[src/rtl/acc_alu_pkg.sv]
package acc_alu_pkg;
   localparam int OPC_W = 4;

   typedef enum logic [OPC_W-1:0] {
      OPC_ADD = 4'd0,
      OPC_SUB = 4'd1,
      OPC_INC = 4'd2,
      OPC_DEC = 4'd3,
      OPC_AND = 4'd4,
      OPC_OR  = 4'd5,
      OPC_XOR = 4'd6,
      OPC_NOT = 4'd7,
      OPC_SHL = 4'd8,
      OPC_SHR = 4'd9,
      OPC_NEG = 4'd10,
      OPC_CMP = 4'd11
   } opc_e;

   typedef struct packed {
      logic carry;
      logic equal;
      logic above;
   } flags_t;
endpackage

[src/rtl/alu_arith.sv]
module alu_arith #(
   parameter int W = 8
) (
   input  logic [W-1:0] a_i,
   input  logic [W-1:0] b_i,
   input  logic         cin_i,
   output logic [W-1:0] add_o,
   output logic         add_c_o,
   output logic [W-1:0] sub_o,
   output logic         sub_c_o,
   output logic [W-1:0] inc_o,
   output logic [W-1:0] dec_o,
   output logic [W-1:0] neg_o
);
   localparam int SW = W + 1;

   logic [SW-1:0] add_s;
   logic [SW-1:0] sub_s;

   assign add_s = {1'b0, a_i} + {1'b0, b_i} + {{W{1'b0}}, cin_i};
   assign sub_s = {1'b0, a_i} + {1'b0, ~b_i} + SW'(1);

   assign add_o   = add_s[W-1:0];
   assign add_c_o = add_s[W];
   assign sub_o   = sub_s[W-1:0];
   assign sub_c_o = sub_s[W];
   assign inc_o   = b_i + W'(1);
   assign dec_o   = b_i - W'(1);
   assign neg_o   = (~b_i) + W'(1);
endmodule

[src/rtl/alu_bitwise.sv]
module alu_bitwise #(
   parameter int W = 8
) (
   input  logic [W-1:0] a_i,
   input  logic [W-1:0] b_i,
   output logic [W-1:0] and_o,
   output logic [W-1:0] or_o,
   output logic [W-1:0] xor_o,
   output logic [W-1:0] inv_o
);
   assign and_o = a_i & b_i;
   assign or_o  = a_i | b_i;
   assign xor_o = a_i ^ b_i;
   assign inv_o = ~b_i;
endmodule

[src/rtl/alu_shift.sv]
module alu_shift #(
   parameter int W = 8
) (
   input  logic [W-1:0] b_i,
   input  logic         cin_i,
   output logic [W-1:0] shl_o,
   output logic         shl_c_o,
   output logic [W-1:0] shr_o,
   output logic         shr_c_o
);
   for (genvar i = 0; i < W; i++) begin : g_bit
      if (i == 0) begin : g_lo
         assign shl_o[i] = cin_i;
      end else begin : g_lo_n
         assign shl_o[i] = b_i[i-1];
      end
      if (i == W - 1) begin : g_hi
         assign shr_o[i] = cin_i;
      end else begin : g_hi_n
         assign shr_o[i] = b_i[i+1];
      end
   end

   assign shl_c_o = b_i[W-1];
   assign shr_c_o = b_i[0];
endmodule

[src/rtl/alu_compare.sv]
module alu_compare #(
   parameter int W        = 8,
   parameter bit FROM_SUB = 1'b1
) (
   input  logic [W-1:0] a_i,
   input  logic [W-1:0] b_i,
   output logic         equal_o,
   output logic         above_o
);
   assign equal_o = (a_i == b_i);

   if (FROM_SUB) begin : g_sub
      logic [W:0] diff;
      assign diff    = {1'b0, a_i} - {1'b0, b_i};
      assign above_o = ~diff[W] & ~equal_o;
   end else begin : g_mag
      assign above_o = (a_i > b_i);
   end
endmodule

[src/rtl/acc_alu.sv]
module acc_alu
   import acc_alu_pkg::*;
#(
   parameter int WIDTH        = 8,
   parameter int OP_W         = 4,
   parameter bit CMP_FROM_SUB = 1'b1
) (
   input  logic             clk_i,
   input  logic             rst_i,
   input  logic [WIDTH-1:0] bus_i,
   input  logic [OP_W-1:0]  op_i,
   input  logic             hold_we_i,
   input  logic             res_we_i,
   input  logic             flag_we_i,
   output logic [WIDTH-1:0] acc_o,
   output logic             carry_o,
   output logic             equal_o,
   output logic             above_o
);
   if (WIDTH < 2) begin : g_bad_width
      $error("acc_alu: WIDTH must be at least 2");
   end
   if (OP_W < OPC_W) begin : g_bad_opw
      $error("acc_alu: OP_W must cover the 4-bit operation field");
   end

   logic [WIDTH-1:0] tmp_q;
   logic [WIDTH-1:0] acc_q;
   flags_t           flags_q;

   logic [OPC_W-1:0] opc;
   logic             ext_zero;

   assign opc = op_i[OPC_W-1:0];
   if (OP_W > OPC_W) begin : g_ext
      assign ext_zero = ~|op_i[OP_W-1:OPC_W];
   end else begin : g_noext
      assign ext_zero = 1'b1;
   end

   logic [WIDTH-1:0] add_r, sub_r, inc_r, dec_r, neg_r;
   logic             add_c, sub_c;
   logic [WIDTH-1:0] and_r, or_r, xor_r, inv_r;
   logic [WIDTH-1:0] shl_r, shr_r;
   logic             shl_c, shr_c;
   logic             cmp_eq, cmp_gt;

   alu_arith #(.W(WIDTH)) u_arith (
      .a_i(tmp_q), .b_i(bus_i), .cin_i(flags_q.carry),
      .add_o(add_r), .add_c_o(add_c), .sub_o(sub_r), .sub_c_o(sub_c),
      .inc_o(inc_r), .dec_o(dec_r), .neg_o(neg_r)
   );

   alu_bitwise #(.W(WIDTH)) u_bitwise (
      .a_i(tmp_q), .b_i(bus_i),
      .and_o(and_r), .or_o(or_r), .xor_o(xor_r), .inv_o(inv_r)
   );

   alu_shift #(.W(WIDTH)) u_shift (
      .b_i(bus_i), .cin_i(flags_q.carry),
      .shl_o(shl_r), .shl_c_o(shl_c), .shr_o(shr_r), .shr_c_o(shr_c)
   );

   alu_compare #(.W(WIDTH), .FROM_SUB(CMP_FROM_SUB)) u_cmp (
      .a_i(tmp_q), .b_i(bus_i), .equal_o(cmp_eq), .above_o(cmp_gt)
   );

   logic [WIDTH-1:0] res;
   logic             c_own;
   logic             c_next;
   logic             is_cmp;

   always_comb begin
      res    = bus_i;
      c_own  = 1'b0;
      c_next = flags_q.carry;
      is_cmp = 1'b0;
      if (ext_zero) begin
         case (opc)
            OPC_ADD: begin res = add_r; c_own = 1'b1; c_next = add_c; end
            OPC_SUB: begin res = sub_r; c_own = 1'b1; c_next = sub_c; end
            OPC_INC: res = inc_r;
            OPC_DEC: res = dec_r;
            OPC_AND: res = and_r;
            OPC_OR:  res = or_r;
            OPC_XOR: res = xor_r;
            OPC_NOT: res = inv_r;
            OPC_SHL: begin res = shl_r; c_own = 1'b1; c_next = shl_c; end
            OPC_SHR: begin res = shr_r; c_own = 1'b1; c_next = shr_c; end
            OPC_NEG: res = neg_r;
            OPC_CMP: is_cmp = 1'b1;
            default: res = bus_i;
         endcase
      end
   end

   always_ff @(posedge clk_i) begin
      if (rst_i) begin
         tmp_q   <= '0;
         acc_q   <= '0;
         flags_q <= '0;
      end else begin
         if (hold_we_i) tmp_q <= bus_i;
         if (res_we_i && !is_cmp) acc_q <= res;
         if (flag_we_i) begin
            if (c_own) flags_q.carry <= c_next;
            if (is_cmp) begin
               flags_q.equal <= cmp_eq;
               flags_q.above <= cmp_gt;
            end
         end
      end
   end

   assign acc_o   = acc_q;
   assign carry_o = flags_q.carry;
   assign equal_o = flags_q.equal;
   assign above_o = flags_q.above;
endmodule

[config.mk]
export PLATFORM = sky130hd
export DESIGN_NAME = acc_alu
export DESIGN_NICKNAME = d
export VERILOG_FILES = /design/src/rtl/acc_alu_pkg.sv /design/src/rtl/alu_arith.sv /design/src/rtl/alu_bitwise.sv /design/src/rtl/alu_shift.sv /design/src/rtl/alu_compare.sv /design/src/rtl/acc_alu.sv
export SDC_FILE = /design/constraint.sdc
export NUM_CORES = 1
export LEC_CHECK = 0
export BUFFER_PORTS_ARGS = -buffer_cell sky130_fd_sc_hd__buf_2
export CAP_MARGIN = 20
export CORE_MARGIN = 5
export CORE_UTILIZATION = 45
export CTS_BUF_LIST = sky130_fd_sc_hd__clkbuf_8
export CTS_CLUSTER_DIAMETER = 100
export CTS_CLUSTER_SIZE = 28
export DETAILED_ROUTE_END_ITERATION = 6
export PLACE_DENSITY = 0.73
export SYNTH_ARGS = -nofsm -noshare
export SYNTH_HDL_FRONTEND = slang
export SYNTH_HIERARCHICAL = 1
export SYNTH_SLANG_ARGS = --single-unit
[constraint.sdc]
create_clock -name clk_i -period 5.6 [get_ports clk_i]
set_input_delay 0.84 -clock clk_i [delete_from_list [all_inputs] [get_ports clk_i]]
set_output_delay 0.84 -clock clk_i [all_outputs]
set_load 0.02 [all_outputs]
==> flow_metrics.env <==
export IMPL_status="completed"
export IMPL_cts_clk_slew_worst_paths_ns=0.09
export IMPL_holdBufCountCts=0
export IMPL_drive_gt1_frac=0.108
export IMPL_worstHoldPathCells=2
export IMPL_hold_start="above_o"
export IMPL_vias=3165
export IMPL_crit_fanout=14
export IMPL_rsz0062_at_grt="false"
export IMPL_ctsResizeCount=0
export IMPL_nets=486
export IMPL_place_gp_congestion=0.917
export IMPL_worstMarginPinSlew_ns=0.694
export IMPL_dieHeight_um=96.4
export IMPL_dp_hpwl_um=6770
export IMPL_async_flop_share=0
export IMPL_worst_hold_path_type="reg -> reg"
export IMPL_critPathKind="in -> reg"
export IMPL_clkLatencyLatePin_ns=0.27
export IMPL_track_usage=0.207
export IMPL_wl_per_cell_um=17.5
export IMPL_coreArea_mm2=0.00725
export IMPL_peakVddDrop_mv=0.0805
export IMPL_ys_ff_latch=19
export IMPL_via_per_inst=6.05
export IMPL_switching_share=0.429
export IMPL_routed_wl_um=9150
export IMPL_internal_power_mw=0.288
export IMPL_rows=31
export IMPL_hold_viol_final=0
export IMPL_grtUsageMet3=0.0372
export IMPL_fmax_ghz=0.327
export IMPL_postSynthCellCount=440
export IMPL_diodes=0
export IMPL_setup_tns_ns=0
export IMPL_cts_tree="yes"
export IMPL_yosys_area_top_type_share=0.153
export IMPL_grt_busiest_layer="met2"
export IMPL_cts_htree_levels=1
export IMPL_cts_root_buf="clkbuf_8"
export IMPL_chipWidth_um=96.4
export IMPL_first_pass_iters=5
export IMPL_drc=0
export IMPL_rr_worst_depth=11
export IMPL_crit_start="bus_i[1]"
export IMPL_hold_end="above_o"
export IMPL_grt_max_degree=36
export IMPL_tritoncts_num_buffers=3
export IMPL_antenna_found_initial=0
export IMPL_arrival_ns=3.21
export IMPL_powerDensity_mw_per_mm2=151
export IMPL_nFillCells=734
export IMPL_power_frac_seq=0.307
export IMPL_place_ws_ns=2.31
export IMPL_fin_crit_sh=0.546
export IMPL_endpoint_kind="flop"
export IMPL_max_cap_violations=0
export IMPL_grt_overflow=0
export IMPL_final_antenna_net_count=0
export IMPL_reg2reg_to="acc_o[6]"
export IMPL_power_frac_comb=0.474
export IMPL_grt_pass1_vias=2997
export IMPL_yosysUniqueCellTypes=61
export IMPL_postCtsSetupBuffers=0
export IMPL_yosys_warnings=6
export IMPL_start_kind="input pin"
export IMPL_rr_startpoint="tmp_q[0]"
export IMPL_yosysTopAreaCell="ha_1"
export IMPL_fin_ws_ns=2.54
export IMPL_skew_ns=0.00131
export IMPL_clockBufferDepth=2
export IMPL_ys_seq_area_frac=0.113
export IMPL_syn_num_nets=501
export IMPL_finalMaxSlewViolations=0
export IMPL_numClockSinks=19
export IMPL_netlist_area_mm2=0.00336
export IMPL_synth_top_cells_by_area="ha_1, dfxtp_1, inv_1"
export IMPL_power_switching_mw=0.216
export IMPL_start_util=0.463
export IMPL_dieArea_mm2=0.00929
export IMPL_slew_headroom=0.536
export IMPL_place_port_buffers=27
export IMPL_r2r_slack_ns=2.86
export IMPL_synth_avg_cell_area_um2=7.64
export IMPL_p_leak_nw=1.57
export IMPL_drt_iter0_markers=215
export IMPL_required_ns=5.75
export IMPL_io_pins=28
export IMPL_synth_edf_count=0
export IMPL_min_period_ns=3.06
export IMPL_final_core_util=0.462
export IMPL_met2_usage=0.320
export IMPL_use_met1=0.286
export IMPL_synth_ff_type="dfxtp_1"
export IMPL_area_growth_pct=-0.261
export IMPL_power_frac_clock=0.219
export IMPL_finalSetupViolCount=0
export IMPL_grt_pass1_wl_um=15100
[per-stage QoR]
stage / hold slack [ns] / area, um^2 / total power [mW] / instances
2_1_floorplan: 0.553 / 3360 / 0.345 / 440
3_3_place_gp: 0.490 / 3310 / 0.386 / 519
3_5_place_dp: 0.498 / 3310 / 0.392 / 519
4_1_cts: 0.523 / 3350 / 0.505 / 523
5_1_grt: 0.563 / 3350 / 0.539 / 523
6_report: 0.510 / 3350 / 0.504 / 523
[final cells by class]
class	count	area [um^2]	share of cell area
tap	99	124	0.0370
clock buffer	3	41.3	0.0123
sequential	19	380	0.114
inverter	65	244	0.0728
multi-input combinational	309	2420	0.723
timing repair buffer	27	135	0.0403
clock inverter	1	3.75	0.00112
[worst max path at each step]
stage,cells after the start,to
2_1_floorplan,10,acc_o[6]
3_3_place_gp,11,acc_o[6]
3_5_place_dp,11,acc_o[6]
4_1_cts,11,acc_o[6]
5_1_grt,11,acc_o[6]
6_report,11,acc_o[7]
[routing by layer]
metal | wire length (um) | up-vias
met1 | 4040 | 1506
met3 | 798 | 17
met2 | 4140 | 144
met4 | 176 | 0
met5 | 0 | -
li1 | - | 1498
[critical path: stages]
cell	delay, ns
buf_2	0.29
inv_1	0.17
ha_1	0.33
nand2b_1	0.19
a221oi_2	0.41
a21o_1	0.19
a211oi_1	0.08
mux2i_1	0.14
o22ai_1	0.10
a211oi_1	0.35
a31oi_1	0.12
[power by group through the flow]
| stage | sequential, mW | combinational, mW | clock, mW |
|---|---|---|---|
| after floorplan | 0.161 | 0.184 | 0 |
| after global placement | 0.157 | 0.229 | 0 |
| after detailed placement | 0.158 | 0.234 | 0 |
| after CTS | 0.155 | 0.235 | 0.115 |
| after global routing | 0.156 | 0.264 | 0.119 |
| final | 0.155 | 0.239 | 0.110 |
[cells in the mapped netlist (all sizes together) (4+ instances only)]
cell / number
a22o: 5
nand2b: 6
nor3: 6
buf: 43
clkbuf: 4
o21ai: 20
mux2: 5
nand3: 8
inv: 65
a32o: 7
nand2: 17
xnor2: 18
o221ai: 7
mux2i: 22
a21o: 6
a21oi: 19
nor2b: 12
and3: 5
a211oi: 11
a31oi: 6
nand4: 8
nor2: 28
dfxtp: 19
ha: 41
nand3b: 8
o22ai: 6
[sequential cells by signal (all words and copies together) (netlist names)]
signal	cells
acc_o	8
tmp_q	8
above_o	1
carry_o	1
equal_o	1
[kinds of logic (layout without fill, tap and decap cells)]
logic type / after synthesis / after routing / share of synthesized area
and+or+nand+nor: 112 / 112 / 0.190
buffers and inverters: 112 / 96 / 0.166
AOI/OAI and AO/OA: 106 / 106 / 0.226
adders and majority gates: 44 / 44 / 0.171
muxes: 27 / 27 / 0.0823
xor gates and xnor gates: 20 / 20 / 0.0521
DFF: 19 / 19 / 0.113
[layout by cell type (no fill, tap or decap), drive strengths merged, types with 8 or more instances in the layout]
master / count
nand2: 17
o21ai: 20
xnor2: 18
mux2i: 22
nand3: 8
a211oi: 11
buf: 27
nor2b: 12
dfxtp: 19
nand3b: 8
inv: 66
nor2: 28
a21oi: 19
nand4: 8
ha: 41
No activity file was read; power rests on OpenSTA's default activity.
